<file path="src/rtl/ft_pkg.sv">
package ft_pkg;
  typedef enum logic [1:0] {
    ACC_IDLE  = 2'd0,
    ACC_HIT   = 2'd1,
    ACC_FILL  = 2'd2,
    ACC_EVICT = 2'd3
  } acc_kind_e;
endpackage

</file>
<file path="src/rtl/ft_tag_array.sv">
module ft_tag_array #(
  parameter int LINES = 4,
  parameter int TAG_W = 29,
  localparam int IDX_W = $clog2(LINES)
) (
  input  logic             clk_i,
  input  logic             rst_ni,
  input  logic             clear_i,
  input  logic [TAG_W-1:0] lookup_tag_i,
  input  logic             wr_en_i,
  input  logic [IDX_W-1:0] wr_idx_i,
  output logic             hit_o,
  output logic [IDX_W-1:0] hit_idx_o,
  output logic             free_o,
  output logic [IDX_W-1:0] free_idx_o
);
  logic [LINES-1:0] valid_q;
  logic [LINES-1:0] match;
  logic [TAG_W-1:0] tag_q [LINES];

  for (genvar g = 0; g < LINES; g++) begin : g_line
    always_ff @(posedge clk_i or negedge rst_ni) begin
      if (!rst_ni) begin
        valid_q[g] <= 1'b0;
        tag_q[g]   <= '0;
      end else if (clear_i) begin
        valid_q[g] <= 1'b0;
      end else if (wr_en_i && (wr_idx_i == IDX_W'(g))) begin
        valid_q[g] <= 1'b1;
        tag_q[g]   <= lookup_tag_i;
      end
    end
    assign match[g] = valid_q[g] && (tag_q[g] == lookup_tag_i);
  end

  // lowest index wins for both encoders
  always_comb begin
    hit_idx_o  = '0;
    free_idx_o = '0;
    for (int i = LINES - 1; i >= 0; i--) begin
      if (match[i])    hit_idx_o  = IDX_W'(i);
      if (!valid_q[i]) free_idx_o = IDX_W'(i);
    end
  end

  assign hit_o  = |match;
  assign free_o = ~&valid_q;
endmodule

</file>
<file path="src/rtl/ft_lru_stack.sv">
module ft_lru_stack #(
  parameter int LINES = 4,
  localparam int IDX_W = $clog2(LINES)
) (
  input  logic             clk_i,
  input  logic             rst_ni,
  input  logic             clear_i,
  input  logic             touch_i,
  input  logic [IDX_W-1:0] touch_idx_i,
  output logic [IDX_W-1:0] lru_idx_o
);
  // order_q[0] = MRU, order_q[LINES-1] = LRU
  logic [IDX_W-1:0] order_q [LINES];
  logic [IDX_W-1:0] order_d [LINES];
  int               pos;

  always_comb begin
    pos = LINES - 1;
    for (int i = LINES - 1; i >= 0; i--) begin
      if (order_q[i] == touch_idx_i) pos = i;
    end
    for (int i = 0; i < LINES; i++) order_d[i] = order_q[i];
    for (int i = LINES - 1; i > 0; i--) begin
      if (i <= pos) order_d[i] = order_q[i-1];
    end
    order_d[0] = touch_idx_i;
  end

  for (genvar g = 0; g < LINES; g++) begin : g_slot
    always_ff @(posedge clk_i or negedge rst_ni) begin
      if (!rst_ni)      order_q[g] <= IDX_W'(g);
      else if (clear_i) order_q[g] <= IDX_W'(g);
      else if (touch_i) order_q[g] <= order_d[g];
    end
  end

  assign lru_idx_o = order_q[LINES-1];
endmodule

</file>
<file path="src/rtl/ft_sat_counter.sv">
module ft_sat_counter #(
  parameter int W = 16
) (
  input  logic         clk_i,
  input  logic         rst_ni,
  input  logic         clear_i,
  input  logic         inc_i,
  output logic [W-1:0] count_o
);
  localparam logic [W-1:0] MAX = {W{1'b1}};

  always_ff @(posedge clk_i or negedge rst_ni) begin
    if (!rst_ni)                     count_o <= '0;
    else if (clear_i)                count_o <= '0;
    else if (inc_i && count_o != MAX) count_o <= count_o + 1'b1;
  end
endmodule

</file>
<file path="src/rtl/fa_tag_tracker.sv">
module fa_tag_tracker
  import ft_pkg::*;
#(
  parameter int ADDR_W     = 32,
  parameter int LINES      = 4,
  parameter int LINE_BYTES = 8,
  parameter int CNT_W      = 16,
  localparam int OFF_W     = $clog2(LINE_BYTES),
  localparam int TAG_W     = ADDR_W - OFF_W,
  localparam int IDX_W     = $clog2(LINES)
) (
  input  logic              clk_i,
  input  logic              rst_ni,
  input  logic              clear_i,
  input  logic              req_valid_i,
  input  logic [ADDR_W-1:0] req_addr_i,
  output logic              rsp_valid_o,
  output logic              rsp_hit_o,
  output logic [IDX_W-1:0]  rsp_line_o,
  output logic [CNT_W-1:0]  hit_cnt_o,
  output logic [CNT_W-1:0]  miss_cnt_o
);
  logic [TAG_W-1:0] req_tag;
  logic             arr_hit, arr_free;
  logic [IDX_W-1:0] hit_idx, free_idx, lru_idx, sel_idx;
  logic             take;
  acc_kind_e        kind;

  assign req_tag = req_addr_i[ADDR_W-1:OFF_W];
  assign take    = req_valid_i && !clear_i;

  always_comb begin
    if (!take)         kind = ACC_IDLE;
    else if (arr_hit)  kind = ACC_HIT;
    else if (arr_free) kind = ACC_FILL;
    else               kind = ACC_EVICT;
  end

  always_comb begin
    unique case (kind)
      ACC_HIT:   sel_idx = hit_idx;
      ACC_FILL:  sel_idx = free_idx;
      ACC_EVICT: sel_idx = lru_idx;
      default:   sel_idx = '0;
    endcase
  end

  ft_tag_array #(.LINES(LINES), .TAG_W(TAG_W)) u_tags (
    .clk_i, .rst_ni, .clear_i,
    .lookup_tag_i (req_tag),
    .wr_en_i      (kind == ACC_FILL || kind == ACC_EVICT),
    .wr_idx_i     (sel_idx),
    .hit_o        (arr_hit),
    .hit_idx_o    (hit_idx),
    .free_o       (arr_free),
    .free_idx_o   (free_idx)
  );

  ft_lru_stack #(.LINES(LINES)) u_lru (
    .clk_i, .rst_ni, .clear_i,
    .touch_i     (kind != ACC_IDLE),
    .touch_idx_i (sel_idx),
    .lru_idx_o   (lru_idx)
  );

  ft_sat_counter #(.W(CNT_W)) u_hit_cnt (
    .clk_i, .rst_ni, .clear_i,
    .inc_i   (kind == ACC_HIT),
    .count_o (hit_cnt_o)
  );

  ft_sat_counter #(.W(CNT_W)) u_miss_cnt (
    .clk_i, .rst_ni, .clear_i,
    .inc_i   (kind == ACC_FILL || kind == ACC_EVICT),
    .count_o (miss_cnt_o)
  );

  always_ff @(posedge clk_i or negedge rst_ni) begin
    if (!rst_ni) begin
      rsp_valid_o <= 1'b0;
      rsp_hit_o   <= 1'b0;
      rsp_line_o  <= '0;
    end else begin
      rsp_valid_o <= take;
      if (take) begin
        rsp_hit_o  <= (kind == ACC_HIT);
        rsp_line_o <= sel_idx;
      end
    end
  end
endmodule

</file>
<file path="config.mk">
export PLATFORM = sky130hd
export DESIGN_NAME = fa_tag_tracker
export DESIGN_NICKNAME = d
export VERILOG_FILES = /design/src/rtl/ft_pkg.sv /design/src/rtl/ft_tag_array.sv /design/src/rtl/ft_lru_stack.sv /design/src/rtl/ft_sat_counter.sv /design/src/rtl/fa_tag_tracker.sv
export SDC_FILE = /design/constraint.sdc
export NUM_CORES = 1
export LEC_CHECK = 0
export ABC_AREA = 0
export BUFFER_PORTS_ARGS = -buffer_cell sky130_fd_sc_hd__buf_2
export CAP_MARGIN = 20
export CORE_UTILIZATION = 60
export CTS_BUF_LIST = sky130_fd_sc_hd__clkbuf_8
export CTS_CLUSTER_DIAMETER = 200
export DETAILED_ROUTE_END_ITERATION = 16
export PLACE_DENSITY = 0.79
export RECOVER_POWER = 50
export SLEW_MARGIN = 20
export SYNTH_ARGS = -nofsm -noshare
export SYNTH_HDL_FRONTEND = slang
export SYNTH_SLANG_ARGS = --single-unit
</file>
<file path="constraint.sdc">
create_clock -name clk_i -period 3.53 [get_ports clk_i]
set_input_delay 0.353 -clock clk_i [delete_from_list [all_inputs] [get_ports clk_i]]
set_output_delay 0.353 -clock clk_i [all_outputs]
set_load 0.01 [all_outputs]
</file>
# After elaboration in Yosys (flattened, before gate mapping)
# Index checks and enable logic that the tools add are counted.
# W data, S select, Z words.
# word_totals
ff_bits,164
inputBits,36
out_inout_bits,36
wordCells,110
# classes
addsub,2
order_cmp,3
n_eq_ne,15
muxes,38
bitwise_logic,1
reduce_logical,34
# ops
cell,count
$eq A29 B29 Y1,4
$le A3 B32 Y1 const A,2
$mux W16,4
$mux W32,2
$mux W2,21
$add A16 B1 Y16 const B,2
$le A2 B32 Y1 const A,1
$ne A16 B16 Y1 const B,2
$reduce_bool A2 Y1,11
$reduce_and A2 Y1,7
$logic_and A1 B1 Y1,11
$mux W1,10
$eq A2 B2 Y1 const B,4
$eq A2 B2 Y1,3
$pmux W2 S3,1
$eq A2 B1 Y1 const B,2
$reduce_and A4 Y1,1
$reduce_or A4 Y1,1
$logic_not A2 Y1,1
$logic_not A1 Y1,1
$logic_or A1 B1 Y1,1
$not A1 Y1,1

# Logic depth before layout (Yosys ltp)
# Gate-level depths: netlist (run 1).
# depth
depth_word,15
ltp_mapped,11
ltp_nobuf,9

# Hierarchy
# A second synthesis (run 1) with hierarchy kept.
# unflattened
hier_cells,715
hier_area_um2,8511.9
# modules_own_cells
module,instances,cells_per_inst,area_per_inst_um2,seq_area_each_um2
ft_tag_array,1,456,5958.2,3002.9
ft_sat_counter,2,98,942.2,400.4
ft_lru_stack,1,42,445.4,205.2
fa_tag_tracker,1,21,224.0,100.1

# Worst setup path before layout (run 1)
# OpenSTA, ideal clock, no wires.
# synth_path
path_kind,in2reg
from,in req_addr_i[17]
to,reg u_lru.order_q[3] (netlist name)
t_arrival_ps,2612
required_time_ps,3444
setup_slack_ps,833
path_stages,10
n_path_buf,1
path_cell_list,buf_4 xnor2_1 nand4_1 or4_4 nor2_4 o21ai_2 and3_4 nor4_4 o211ai_1 a2111o_1
# synth_between
elab_chain_len,14
# synth_rtl
element,line,rtl
from (decl),fa_tag_tracker.sv:16,"input logic [ADDR_W-1:0] req_addr_i,"
$eq A29 B29 Y1,ft_tag_array.sv:33,assign match[g] = valid_q[g] && (tag_q[g] == lookup_tag_i);
$logic_and A1 B1 Y1,ft_tag_array.sv:33,
$reduce_or A4 Y1 or $mux W2 (tied branches),"ft_tag_array.sv:46, ft_tag_array.sv:41",
"$mux W2, on equally long branches","fa_tag_tracker.sv:34, ft_tag_array.sv:41",
"$mux W2, on equally long branches","fa_tag_tracker.sv:33, ft_tag_array.sv:41",
$eq A2 B2 Y1 (tied with other cells),fa_tag_tracker.sv:40,unique case (kind)
$pmux W2 S3,fa_tag_tracker.sv:40,
$eq A2 B2 Y1,ft_lru_stack.sv:20,if (order_q[i] == touch_idx_i) pos = i;
$mux W1,ft_lru_stack.sv:20,
$mux W32 (2 in a row),ft_lru_stack.sv:20,
$le A3 B32 Y1,ft_lru_stack.sv:24,if (i <= pos) order_d[i] = order_q[i-1];
$reduce_bool A2 Y1 (no source line),--,
$reduce_and A2 Y1 (no source line) *,--,
"to (signal, indexed assignment)",ft_lru_stack.sv:31,if (!rst_ni) order_q[g] <= IDX_W'(g);
"to (signal, indexed assignment)",ft_lru_stack.sv:32,else if (clear_i) order_q[g] <= IDX_W'(g);
"to (signal, indexed assignment)",ft_lru_stack.sv:33,else if (touch_i) order_q[g] <= order_d[g];
to (decl),ft_lru_stack.sv:13,logic [IDX_W-1:0] order_q [LINES];
# Mark *: on every way between the ends. The rest lies on a longest branch, timed or not.
# A chain may end at the register's enable or synchronous reset.

# Final worst setup path (run 1)
# layout_path
from,reg u_tags.tag_q[19] (netlist name)
to,reg u_lru.order_q[3] (netlist name)
# layout_between
elab_chain_len,14
# layout_rtl
element,line,rtl
from (decl),ft_tag_array.sv:19,logic [TAG_W-1:0] tag_q [LINES];
"from (signal, indexed assignment)",ft_tag_array.sv:30,tag_q[g] <= lookup_tag_i;
$eq A29 B29 Y1 *,ft_tag_array.sv:33,
$logic_and A1 B1 Y1 *,ft_tag_array.sv:33,
$reduce_or A4 Y1 or $mux W2 (tied branches),"ft_tag_array.sv:46, ft_tag_array.sv:41",
"$mux W2, on equally long branches","fa_tag_tracker.sv:34, ft_tag_array.sv:41",
"$mux W2, on equally long branches","fa_tag_tracker.sv:33, ft_tag_array.sv:41",
$eq A2 B2 Y1 (tied with other cells),fa_tag_tracker.sv:40,
$pmux W2 S3,fa_tag_tracker.sv:40,
$eq A2 B2 Y1,ft_lru_stack.sv:20,
$mux W1,ft_lru_stack.sv:20,
$mux W32 (2 in a row),ft_lru_stack.sv:20,
$le A3 B32 Y1,ft_lru_stack.sv:24,
$reduce_bool A2 Y1 (no source line),--,
$reduce_and A2 Y1 (no source line) *,--,
# Marked as above.

==> results of run 1 <==
[per-stage QoR]
stage,cell area [µm²],setup slack [ps]
2_1_floorplan,8547,832.8
3_3_place_gp,8924,139.1
3_5_place_dp,8924,7.169
4_1_cts,9340,129.5
5_1_grt,9291,4.151
6_report,9291,302.4
[worst max-delay path: stages (launching register included)]
cell and delay (ps):
dfrtp_1 410, xnor2_1 440, nand4_1 160, nor4_1 580, a22oi_1 170, o21ai_2 300
a21oi_1 160, nor4_4 400, o211ai_1 170, a2111o_1 370
[layout make-up]
cell class	instances	area [µm²]	share of cell area [%]
Clock buffer	20	275.3	2.963
Clock inverter	12	131.4	1.414
Inverter	13	48.80	0.5252
Multi-Input combinational cell	505	4065	43.75
Sequential cell	164	4109	44.22
Tap cell	180	225.2	2.424
Timing Repair Buffer	81	436.7	4.700
[logic make-up after synthesis]
| family | count (synthesis) | synth area share, % |
|---|---|---|
| AO/OA/AOI/OAI | 45 | 3.309 |
| XOR/XNOR | 136 | 15.12 |
| adder cells (fa/ha/maj) | 2 | 0.2927 |
| buffers and inverters | 62 | 4.494 |
| flip-flops | 164 | 48.07 |
| multiplexers | 121 | 15.88 |
| AND/OR/NAND/NOR | 201 | 12.82 |
[metal layers]
| metal | vias up | global-route usage [%] |
|---|---|---|
| met1 | 2894 | 35.52 |
| met5 | - | 0 |
| li1 | 2673 | - |
| met3 | 36 | 6.532 |
| met4 | 0 | 11.27 |
| met2 | 170 | 41.83 |
[cells in the final DEF, fill, tap and decap left out, drive strengths merged, types with 3 or more instances in the layout]
cell type	n
nor3	4
nand2	41
mux2	117
nor4	13
inv	14
xnor2	124
buf	39
nand4	56
xor2	12
dfstp	4
mux2i	4
clkinvlp	3
or3	9
o31ai	3
nand3	15
or4	5
nor2	39
and2	3
o21ai	17
and3	6
clkbuf	61
dfrtp	160
clkinv	6
a21oi	16
[what timing repair did]
action	CTS	global route
hold endpoints to repair	27	0
gates resized for setup	0	1
hold buffers	1	0
endpoints found under the setup margin	0	4
[power by group through the flow]
stage	Combinational [W]	Clock (W)	Sequential, W
4_1_cts	0.000824	0.00140	0.00226
3_5_place_dp	0.000818	0	0.00229
2_1_floorplan	0.000615	0	0.00226
3_3_place_gp	0.000793	0	0.00227
6_report	0.000822	0.00137	0.00226
5_1_grt	0.000892	0.00147	0.00228
[how the worst min path moves through the flow]
stage                              startpoint                                to  cells after the start
finish                         req_addr_i[15]      u_tags.tag_q[99]$_DFFE_PN0P_                      2
global route                   req_addr_i[15]      u_tags.tag_q[99]$_DFFE_PN0P_                      2
floorplan                              rst_ni             rsp_hit_o$_DFFE_PN0P_                      0
detailed placement  rsp_line_o[0]$_DFFE_PN0P_         rsp_line_o[0]$_DFFE_PN0P_                      2
global placement                       rst_ni  u_hit_cnt.count_o[8]$_DFFE_PN0P_                      1
CTS                            req_addr_i[15]      u_tags.tag_q[99]$_DFFE_PN0P_                      2
[sequential cells by signal, summed over array words and instances (netlist names)]
name and cells:
u_tags.tag_q 116, u_hit_cnt.count_o 16, u_miss_cnt.count_o 16, u_lru.order_q 6
u_tags.valid_q 4, rsp_line_o 2, u_lru.lru_idx_o 2, rsp_hit_o 1
rsp_valid_o 1
==> key figures, run 1 <==
Power and ir drop
  – Max IR drop VDD: 0.3050 mV
  – Internal power: between 0.003 and 0.004 W
  – Clk pwr share: a little under a third
  – PwrDens: approximately 480 mW/mm²
  – Total Power: ~0.0045 W
  – Leakage Power: between 3 and 4 nW
  – Switch share: 28.40%
  – Share of total power in combinational logic: a little under a fifth
  – Power dissipated by switching net loads: about 0.0013 W
  – Part of the power in registers: between 50 and 60%

GRT
  – First-pass GRT wire length: between 20000 and 30000 µm
  – Largest net degree at the start of global routing: 92
  – Total GRT Usage: ~27%
  – Global route overflow: 0
  – Vias in the first global route: 5745
  – Initial antenna violation count: 0

STA
  – Final setup TNS: 0 ps
  – Final setup fails: 0
  – RSZ-0062 raised after global routing: no
  – Fin Hold WS: approximately 220 ps
  – Fin crit period: 3228 ps
  – Final Hold Fails: 0
  – Final Max Tran Viols: just over 90
  – Fmax: 0.3098 GHz
  – Final worst-path cycle share: about nine tenths
  – Worst Skew: between 10 and 15 ps
  – Slew HR: -52.96%
  – Measured slew at the worst slew-check pin: approximately 2300 ps

Yosys
  – Synthesized flop and latch total: around 160
  – EDFF count, synth: 0
  – Cell taking the most area after synthesis: dfrtp_1
  – Most frequent cell after synthesis: dfrtp_1
  – Distinct cells, synth: 51
  – Cell area after synthesis: 0.008547 mm²
  – Register area share after synthesis: between 40% and 50%
  – Yosys warnings: 0
  – Ranking of synthesized cells by area: dfrtp_1 (47%), mux2_2 (15%), xnor2_1 (11%), nand4_1 (4.1%), buf_6 (2.1%)
  – Synth Flop Type: dfrtp_1
  – Mapped Cells: ~730
  – Top-area cell type share of the netlist area: a little under half
  – Syn Nets: around 770
  – Avg Cell Area, Syn: 11.69 µm²
  – Synth top cells by count: dfrtp_1 (160), mux2_2 (117), xnor2_1 (112)
  – Post-synth ARST share: 100.0%

Floorplan
  – Die area: roughly 0.015 mm²
  – Initial Utilization: between 60% and 70%
  – Die span in y: around 120 µm
  – # rows: 43
  – Ports: 72
  – Core area: about 0.014 mm²
  – Chip width: about 120 µm

Final layout
  – Non-filler instance count after layout: 975
  – Share of cells above drive strength 1: between 20% and 30%
  – Final nets: a little over 800
  – Fill cell count: 1083
  – Diodes inserted: 0
  – P&R area growth vs syn: 8.710%
  – Final Util: between 60% and 70%

Outcome
  – Status: finished, violations left
  – Violated checks: max-capacitance violations, max-slew violations

Route
  – Wire per inst: around 19 µm
  – 1st-iter DRT viols: roughly 400
  – Max Used Layer: met4
  – Vias: between 5000 and 6000
  – Detail Route met3 WL: 1023 µm
  – Routed length on met1: a little over 8000 µm
  – TritonRoute pass-1 iters: 5
  – Antenna-violating nets left: 0
  – WL met2: 8691 µm
  – Vias/cell: ~5.9
  – DR DRC count: 0
  – Routed WL: approximately 18000 µm

Clock tree
  – Clock latency on the worst-skew pair: approximately 460 ps
  – Clock Tree Buf Depth: 2
  – TritonCTS Buffers: 17
  – CTS tree: built
  – Sink Count: around 160
  – CTS root buffer: clkbuf_8
  – Clock slew at reported path FFs: around 90 ps
  – H-Tree Depth: 4
  – Post-CTS Setup Bufs: 0

Job
  – Max-cap violation count: 1

Setup path
  – Crit Path Class: register to register
  – Crit start category: register
  – Worst setup path startpoint: u_tags.tag_q[19]$_DFFE_PN0P_
  – Register-to-Register Setup Slack: slightly above 300 ps
  – Reg-to-reg critical path endpoint: u_lru.order_q[3]$_DFFE_PN1P_
  – Worst-case reg-to-reg path depth: 9
  – Kind of end point of the critical path: register
  – Crit Path Max Fanout: 9
  – Worst Setup EP: u_lru.order_q[3]$_DFFE_PN1P_
  – Required @ worst endpoint: 3920 ps
  – Reg2reg start: u_tags.tag_q[19]$_DFFE_PN0P_
  – Crit path DAT: 3620 ps

Worst hold path
  – Type of the most critical hold path: input pin to register

Place
  – Post-DP HPWL: 13150 µm
  – Placed insts: between 900 and 1000
  – GPL Wtd Cong: about 0.9
  – Port bufs: 68
Note: power is estimated with default switching activity, not from simulation.
==> run 2: changes to the inputs <==
--- a/config.mk
+++ b/config.mk
@@ -8,11 +8,13 @@
 export ABC_AREA = 0
 export BUFFER_PORTS_ARGS = -buffer_cell sky130_fd_sc_hd__buf_2
 export CAP_MARGIN = 20
-export CORE_UTILIZATION = 60
-export CTS_BUF_LIST = sky130_fd_sc_hd__clkbuf_8
+export CELL_PAD_IN_SITES_DETAIL_PLACEMENT = 0
+export CELL_PAD_IN_SITES_GLOBAL_PLACEMENT = 1
+export CORE_UTILIZATION = 50
+export CTS_BUF_LIST = sky130_fd_sc_hd__clkbuf_4 sky130_fd_sc_hd__clkbuf_8
 export CTS_CLUSTER_DIAMETER = 200
 export DETAILED_ROUTE_END_ITERATION = 16
-export PLACE_DENSITY = 0.79
+export PLACE_DENSITY = 0.81
 export RECOVER_POWER = 50
 export SLEW_MARGIN = 20
 export SYNTH_ARGS = -nofsm -noshare
==> key figures, run 2 (same netlist as run 1, synthesis figures left out) <==
Outcome
  – Status: finished, violations left
  – Violated checks: max-capacitance violations, max-slew violations

Clock tree
  – CTS tree: built
  – Post-CTS Setup Bufs: 0 (unchanged)
  – TritonCTS Buffers: 17 (unchanged)
  – H-Tree Depth: 4 (unchanged)
  – Clock latency on the worst-skew pair: 460 ps (about the same)
  – Clock slew at reported path FFs: 90 ps (about the same)
  – Clock Tree Buf Depth: 2 (unchanged)
  – Sink Count: 164 (unchanged)
  – CTS root buffer: clkbuf_8

Setup path
  – Crit path DAT: 3550 ps (-70 ps)
  – Crit-path most repeated cell: buf_4
  – Required @ worst endpoint: 3870 ps (-50 ps)
  – Critical Path, Cell by Cell: xnor2_1 -> nand4_1 -> nor4_1 -> buf_4 -> a22oi_1 -> o21ai_2 -> nand2_1 -> nand3_1 -> buf_4 -> mux2_2
  – Crit start category: register
  – Crit Path Max Fanout: 18 (+9)
  – Slowest cell delay on critical path: 420 ps (-160 ps)
  – Largest delay share family, worst path: simple AND/OR/NAND/NOR gates
  – Buf/Inv on CP: 2 (+2)
  – Kind of end point of the critical path: register
  – Slowest-stage cell, CP: xnor2_1
  – Crit Path Class: register to register

STA
  – Fin Hold WS: 195.9 ps (-19.61 ps)
  – Measured slew at the worst slew-check pin: 2287 ps (-7.489 ps)
  – Fin crit period: 3205 ps (-22.66 ps)
  – Final Hold Fails: 0 (unchanged)
  – Final setup TNS: 0 ps (unchanged)
  – Final worst-path cycle share: 90.79% (-0.64 points)
  – Final Max Tran Viols: 92 (unchanged)
  – Final setup fails: 0 (unchanged)
  – Slew HR: -52.46% (+0.50 points)
  – Worst Skew: 13.28 ps (+0.006500 ps)
  – RSZ-0062 raised after global routing: no
  – Fmax: 0.3120 GHz (+0.71%)

Final layout
  – P&R area growth vs syn: 10.12%
  – Non-filler instance count after layout: 1018 (+4.4%)
  – Max reg flops: 116 (unchanged)
  – Commonest non-fill, non-tap cell in the layout: dfrtp_1
  – Share of cells above drive strength 1: 27.82% (+0.40 points)
  – Regs by FF count: u_tags.tag_q (116), u_hit_cnt.count_o (16), u_miss_cnt.count_o (16)
  – Diodes inserted: 0 (unchanged)
  – Largest reg by FF count: u_tags.tag_q
  – Final nets: 824 (+0.49%)
  – Most frequent cells in the layout: dfrtp_1 (160), mux2_2 (117), xnor2_1 (112), nand4_1 (56), nand2_1 (41)

Floorplan
  – Core area: 0.01664 mm² (+20%)
  – Ports: 72 (unchanged)
  – # rows: 47 (+9.3%)
  – Chip width: 132.7 µm (+9.4%)
  – Die span in y: 132.7 µm (+9.4%)
  – Die area: 0.01762 mm² (+20%)
  – Initial Utilization: 51.36% (-10 points)

GRT
  – First-pass GRT wire length: 30450 µm (+3.1%)
  – Global route overflow: 0 (unchanged)
  – Largest net degree at the start of global routing: 92 (unchanged)
  – Total GRT Usage: 22.80% (-3.9 points)
  – Vias in the first global route: 5752 (+0.12%)
  – Initial antenna violation count: 0 (unchanged)

Place
  – Placed insts: 986 (+4.7%)
  – Port bufs: 68 (unchanged)
  – Post-DP HPWL: 13710 µm (+4.2%)
  – GPL Wtd Cong: 0.9103 (-0.93%)

Route
  – WL met2: 8898 µm (+2.4%)
  – Vias/cell: 5.590 (-5.6%)
  – 1st-iter DRT viols: 310 (-25%)
  – TritonRoute pass-1 iters: 4 (-1)
  – DR DRC count: 0 (unchanged)
  – Vias: 5691 (-1.4%)
  – Antenna-violating nets left: 0 (unchanged)
  – Wire per inst: 18.57 µm (-1.7%)
  – Max Used Layer: met4
  – Routed length on met1: 8862 µm (+7.8%)
  – Routed WL: 18900 µm (+2.7%)
  – Detail Route met3 WL: 786 µm (-23%)

Worst hold path
  – Type of the most critical hold path: input pin to register

Power and ir drop
  – Clk pwr share: 34.3% (+3.4 points)
  – Internal power: 0.003444 W (+8.0%)
  – Part of the power in registers: 48.2% (-2.5 points)
  – PwrDens: 497.3 mW/mm² (+3.7%)
  – Max IR drop VDD: 0.2971 mV (-2.6%)
  – Leakage Power: 3.944 nW (+0.87%)
  – Power dissipated by switching net loads: 0.001237 W (-2.2%)
  – Switch share: 26.42% (-2.0 points)
  – Share of total power in combinational logic: 17.4% (-1.1 points)

Job
  – Max-cap violation count: 1 (unchanged)
[run 2: worst paths after layout]
path                                              from                                to  slack, ps  depth (start not counted)
hold / removal                             req_valid_i      u_lru.order_q[7]$_DFFE_PN0P_        200                          4
setup / recovery           u_tags.tag_q[9]$_DFFE_PN0P_      u_tags.tag_q[87]$_DFFE_PN0P_        330                         10
max in group asynchronous                       rst_ni      u_tags.tag_q[69]$_DFFE_PN0P_        620                          3
setup reg to reg           u_tags.tag_q[9]$_DFFE_PN0P_      u_tags.tag_q[87]$_DFFE_PN0P_        330                         10
hold reg to reg              rsp_line_o[1]$_DFFE_PN0P_         rsp_line_o[1]$_DFFE_PN0P_        480                          2
min in group asynchronous                       rst_ni  u_hit_cnt.count_o[8]$_DFFE_PN0P_       1070                          2
[run 2: power by group through the flow]
stage | registers [W] | logic [W] | clock network (W)
after floorplan | 0.00226 | 0.000615 | 0
after global placement | 0.00228 | 0.000799 | 0
after detailed placement | 0.00229 | 0.000820 | 0
after CTS | 0.00225 | 0.000826 | 0.00164
after global routing | 0.00229 | 0.000892 | 0.00172
final | 0.00226 | 0.000817 | 0.00161
[run 2: repair_timing]
item,CTS,global route
hold buffers,1,0
endpoints found under the hold margin,30,0
gates resized for setup,0,1
setup endpoints to repair,0,3
[run 2: final cells by class]
| cell class | instances | area (µm²) |
|---|---|---|
| multi-input cells | 505 | 4065 |
| flip-flops and latches | 164 | 4109 |
| fillers | 1417 | 7231 |
| well taps | 220 | 275.3 |
| inverters | 13 | 48.80 |
| clock buffers | 21 | 264.0 |
| repair buffers | 85 | 441.7 |
| clock inverters | 10 | 207.7 |
[run 2: layer usage]
layer	vias up	track usage (%)
li1	2662	-
met1	2865	31.16
met2	138	36.32
met3	26	3.946
met4	0	8.876
met5	-	0
[run 2: per-stage QoR]
step	util, %	cell area, µm²	power (W)	setup WS, ps
2_1_floorplan	-	8547	0.002875	832.8
3_3_place_gp	53.95	8979	0.003075	221.7
3_5_place_dp	53.95	8979	0.003113	57.74
4_1_cts	56.85	9460	0.004725	224.7
5_1_grt	56.55	9412	0.004895	76.07
6_report	56.55	9412	0.004680	325.0
[run 2: worst reg2reg max path, cell delays in order, from the launching register on]
cell     delay, ps
dfrtp_1        400
xnor2_1        420
nand4_1        160
nor4_1         360
buf_4          190
a22oi_1         70
o21ai_2        290
nand2_1        240
nand3_1        210
buf_4          330
mux2_2         400
==> run 3: changes to the inputs <==
==> constraint.sdc (replaced) <==
create_clock -name clk_i -period 3.1 [get_ports clk_i]
set_input_delay 0.31 -clock clk_i [delete_from_list [all_inputs] [get_ports clk_i]]
set_output_delay 0.31 -clock clk_i [all_outputs]
set_load 0.01 [all_outputs]
==> key figures, run 3 (same netlist as run 1, synthesis figures left out) <==
STA
  – Worst Skew: 15.34 ps (+2.066 ps)
  – Final Max Tran Viols: 0 (-100%)
  – Fmax: 0.3364 GHz (+7.8%)
  – Final worst-path cycle share: 95.89% (+5.1 points)
  – Setup ws final: 127.5 ps (-197.5 ps)
  – Final setup fails: 0 (unchanged)
  – Fin crit period: 2972 ps (-232.5 ps)
  – Measured slew at the worst slew-check pin: 1273 ps (-1014 ps)
  – Slew HR: 15.14% (+68 points)
  – Fin Hold WS: 147.8 ps (-48.08 ps)
  – Final Hold Fails: 0 (unchanged)
  – RSZ-0062 raised after global routing: yes

Route
  – Vias: 5833 (+2.5%)
  – 1st-iter DRT viols: 300 (-3.2%)
  – Routed WL: 19290 µm (+2.1%)
  – Wire per inst: 18.25 µm (-1.7%)
  – TritonRoute pass-1 iters: 5 (+1)
  – Vias/cell: 5.518 (-1.3%)
  – Antenna-violating nets left: 0 (unchanged)
  – DR DRC count: 0 (unchanged)

Clock tree
  – H-Tree Depth: 4 (unchanged)
  – Post-CTS Setup Bufs: 0 (unchanged)
  – CTS root buffer: clkbuf_8
  – Clock slew at reported path FFs: 90 ps (about the same)
  – Sink Count: 164 (unchanged)
  – Clock Tree Buf Depth: 2 (unchanged)
  – Clock latency on the worst-skew pair: 470 ps (about the same)
  – TritonCTS Buffers: 17 (unchanged)
  – CTS tree: built

Job
  – Max-cap violation count: 0 (-1)

Outcome
  – Status: finished, final reports clean

Setup path
  – Register-to-Register Setup Slack: 130 ps (-200 ps)
  – Crit Path Class: register to register
  – Reg-to-reg critical path endpoint: u_lru.order_q[2]$_DFFE_PN0P_
  – Kind of end point of the critical path: register
  – Crit Path Max Fanout: 4 (-14)
  – Reg2reg start: u_tags.tag_q[39]$_DFFE_PN0P_
  – Crit start category: register
  – Worst Setup EP: u_lru.order_q[2]$_DFFE_PN0P_
  – Crit path DAT: 3370 ps (-180 ps)
  – Worst-case reg-to-reg path depth: 10 (unchanged)
  – Required @ worst endpoint: 3500 ps (-370 ps)
  – Worst setup path startpoint: u_tags.tag_q[39]$_DFFE_PN0P_

Worst hold path
  – Type of the most critical hold path: input pin to register
  – Hold depth: 2 (-2)

Final layout
  – Multi-input gate area: 0.004101 mm² (+0.89%)
  – Regs by FF count: u_tags.tag_q (116), u_hit_cnt.count_o (16), u_miss_cnt.count_o (16)
  – Seq. cell area: 0.004109 mm² (unchanged)
  – Share of cells above drive strength 1: 32.38% (+4.6 points)
  – Max reg flops: 116 (unchanged)
  – Commonest non-fill, non-tap cell in the layout: dfrtp_1
  – Fill cell count: 1399 (-1.3%)
  – Largest reg by FF count: u_tags.tag_q
  – P&R area growth vs syn: 13.76%
  – Final nets: 862 (+4.6%)
  – Diodes inserted: 0 (unchanged)
  – Most frequent cells in the layout: dfrtp_1 (160), mux2_2 (117), xnor2_1 (111), nand4_1 (56), buf_4 (45)

Floorplan
  – # rows: 47 (unchanged)
  – Chip width: 132.7 µm (unchanged)
  – Initial Utilization: 51.36% (unchanged)
  – Die span in y: 132.7 µm (unchanged)
  – Ports: 72 (unchanged)
  – Core area: 0.01664 mm² (unchanged)
  – Die area: 0.01762 mm² (unchanged)

Power and ir drop
  – PwrDens: 529.6 mW/mm² (+6.5%)
  – Total Power: 0.005149 W (+10%)
  – Leakage Power: 4.160 nW (+5.5%)
  – Max IR drop VDD: 0.3258 mV (+9.6%)

Place
  – Pre-CTS WS: -152.0 ps (-209.7 ps)
  – Post-DP HPWL: 14120 µm (+3.0%)
  – GPL Wtd Cong: 0.8816 (-3.2%)
  – Port bufs: 68 (unchanged)

GRT
  – Global route overflow: 0 (unchanged)
  – First-pass GRT wire length: 31530 µm (+3.5%)
  – Total GRT Usage: 23.41% (+0.60 points)
  – Initial antenna violation count: 0 (unchanged)
  – Vias in the first global route: 5891 (+2.4%)
  – Largest net degree at the start of global routing: 76 (-17%)
run 3: area by class of cell:
class                   instances  area share [%]
repair buffers                122           8.056
well taps                     220           2.831
inverters                      13          0.5019
flip-flops and latches        164           42.26
clock inverters                11           1.325
multi-input cells             506           42.18
clock buffers                  21           2.844
run 3: critical path, stage by stage (launching register included):
cell and delay, ps:
dfrtp_1 410, xnor2_2 260, buf_4 170, nand4_1 60
nor4_1 420, nand2_1 180, and3_1 220, nor3_1 410
nor4_2 160, or3_2 470, a21oi_1 140
run 3: through the flow:
step | cell area (µm²) | std cells | utilization, % | setup TNS [ps]
after CTS | 9758 | 1057 | 58.63 | 0
after global routing | 9723 | 1057 | 58.42 | -34.52
after floorplan | 8547 | 731 | - | 0
after global placement | 9319 | 1023 | 56.00 | -85.67
final | 9723 | 1057 | 58.42 | 0
after detailed placement | 9319 | 1023 | 56.00 | -559.0
run 3: worst min path at each step:
stage	slack [ps]	start	to
global placement	290	rst_ni	u_hit_cnt.count_o[8]$_DFFE_PN0P_
floorplan	10	rst_ni	rsp_hit_o$_DFFE_PN0P_
global route	160	req_addr_i[28]	u_tags.tag_q[54]$_DFFE_PN0P_
CTS	130	req_addr_i[28]	u_tags.tag_q[54]$_DFFE_PN0P_
detailed placement	290	rst_ni	u_hit_cnt.count_o[8]$_DFFE_PN0P_
finish	150	req_addr_i[4]	u_tags.tag_q[88]$_DFFE_PN0P_
run 3: repair_timing:
action / CTS / global route
cloned: 1 / 0
pin swaps: 1 / 0
endpoints found under the hold margin: 47 / 0
hold buffers: 1 / 0
gates resized for setup: 1 / 4
endpoints found under the setup margin: 4 / 36
run 3: where the power goes:
group / internal [W] / switching (W) / leakage (nW)
clock network: 0.000779 / 0.000804 / 0.203
logic: 0.000505 / 0.000491 / 1.81
registers: 0.00239 / 0.000180 / 2.15
run 3: layer usage:
metal | routed length [µm] | global-route usage (%)
met4 | 442 | 9.004
met5 | 0 | 0
met2 | 9020 | 36.61
met1 | 9058 | 32.27
met3 | 771 | 4.521
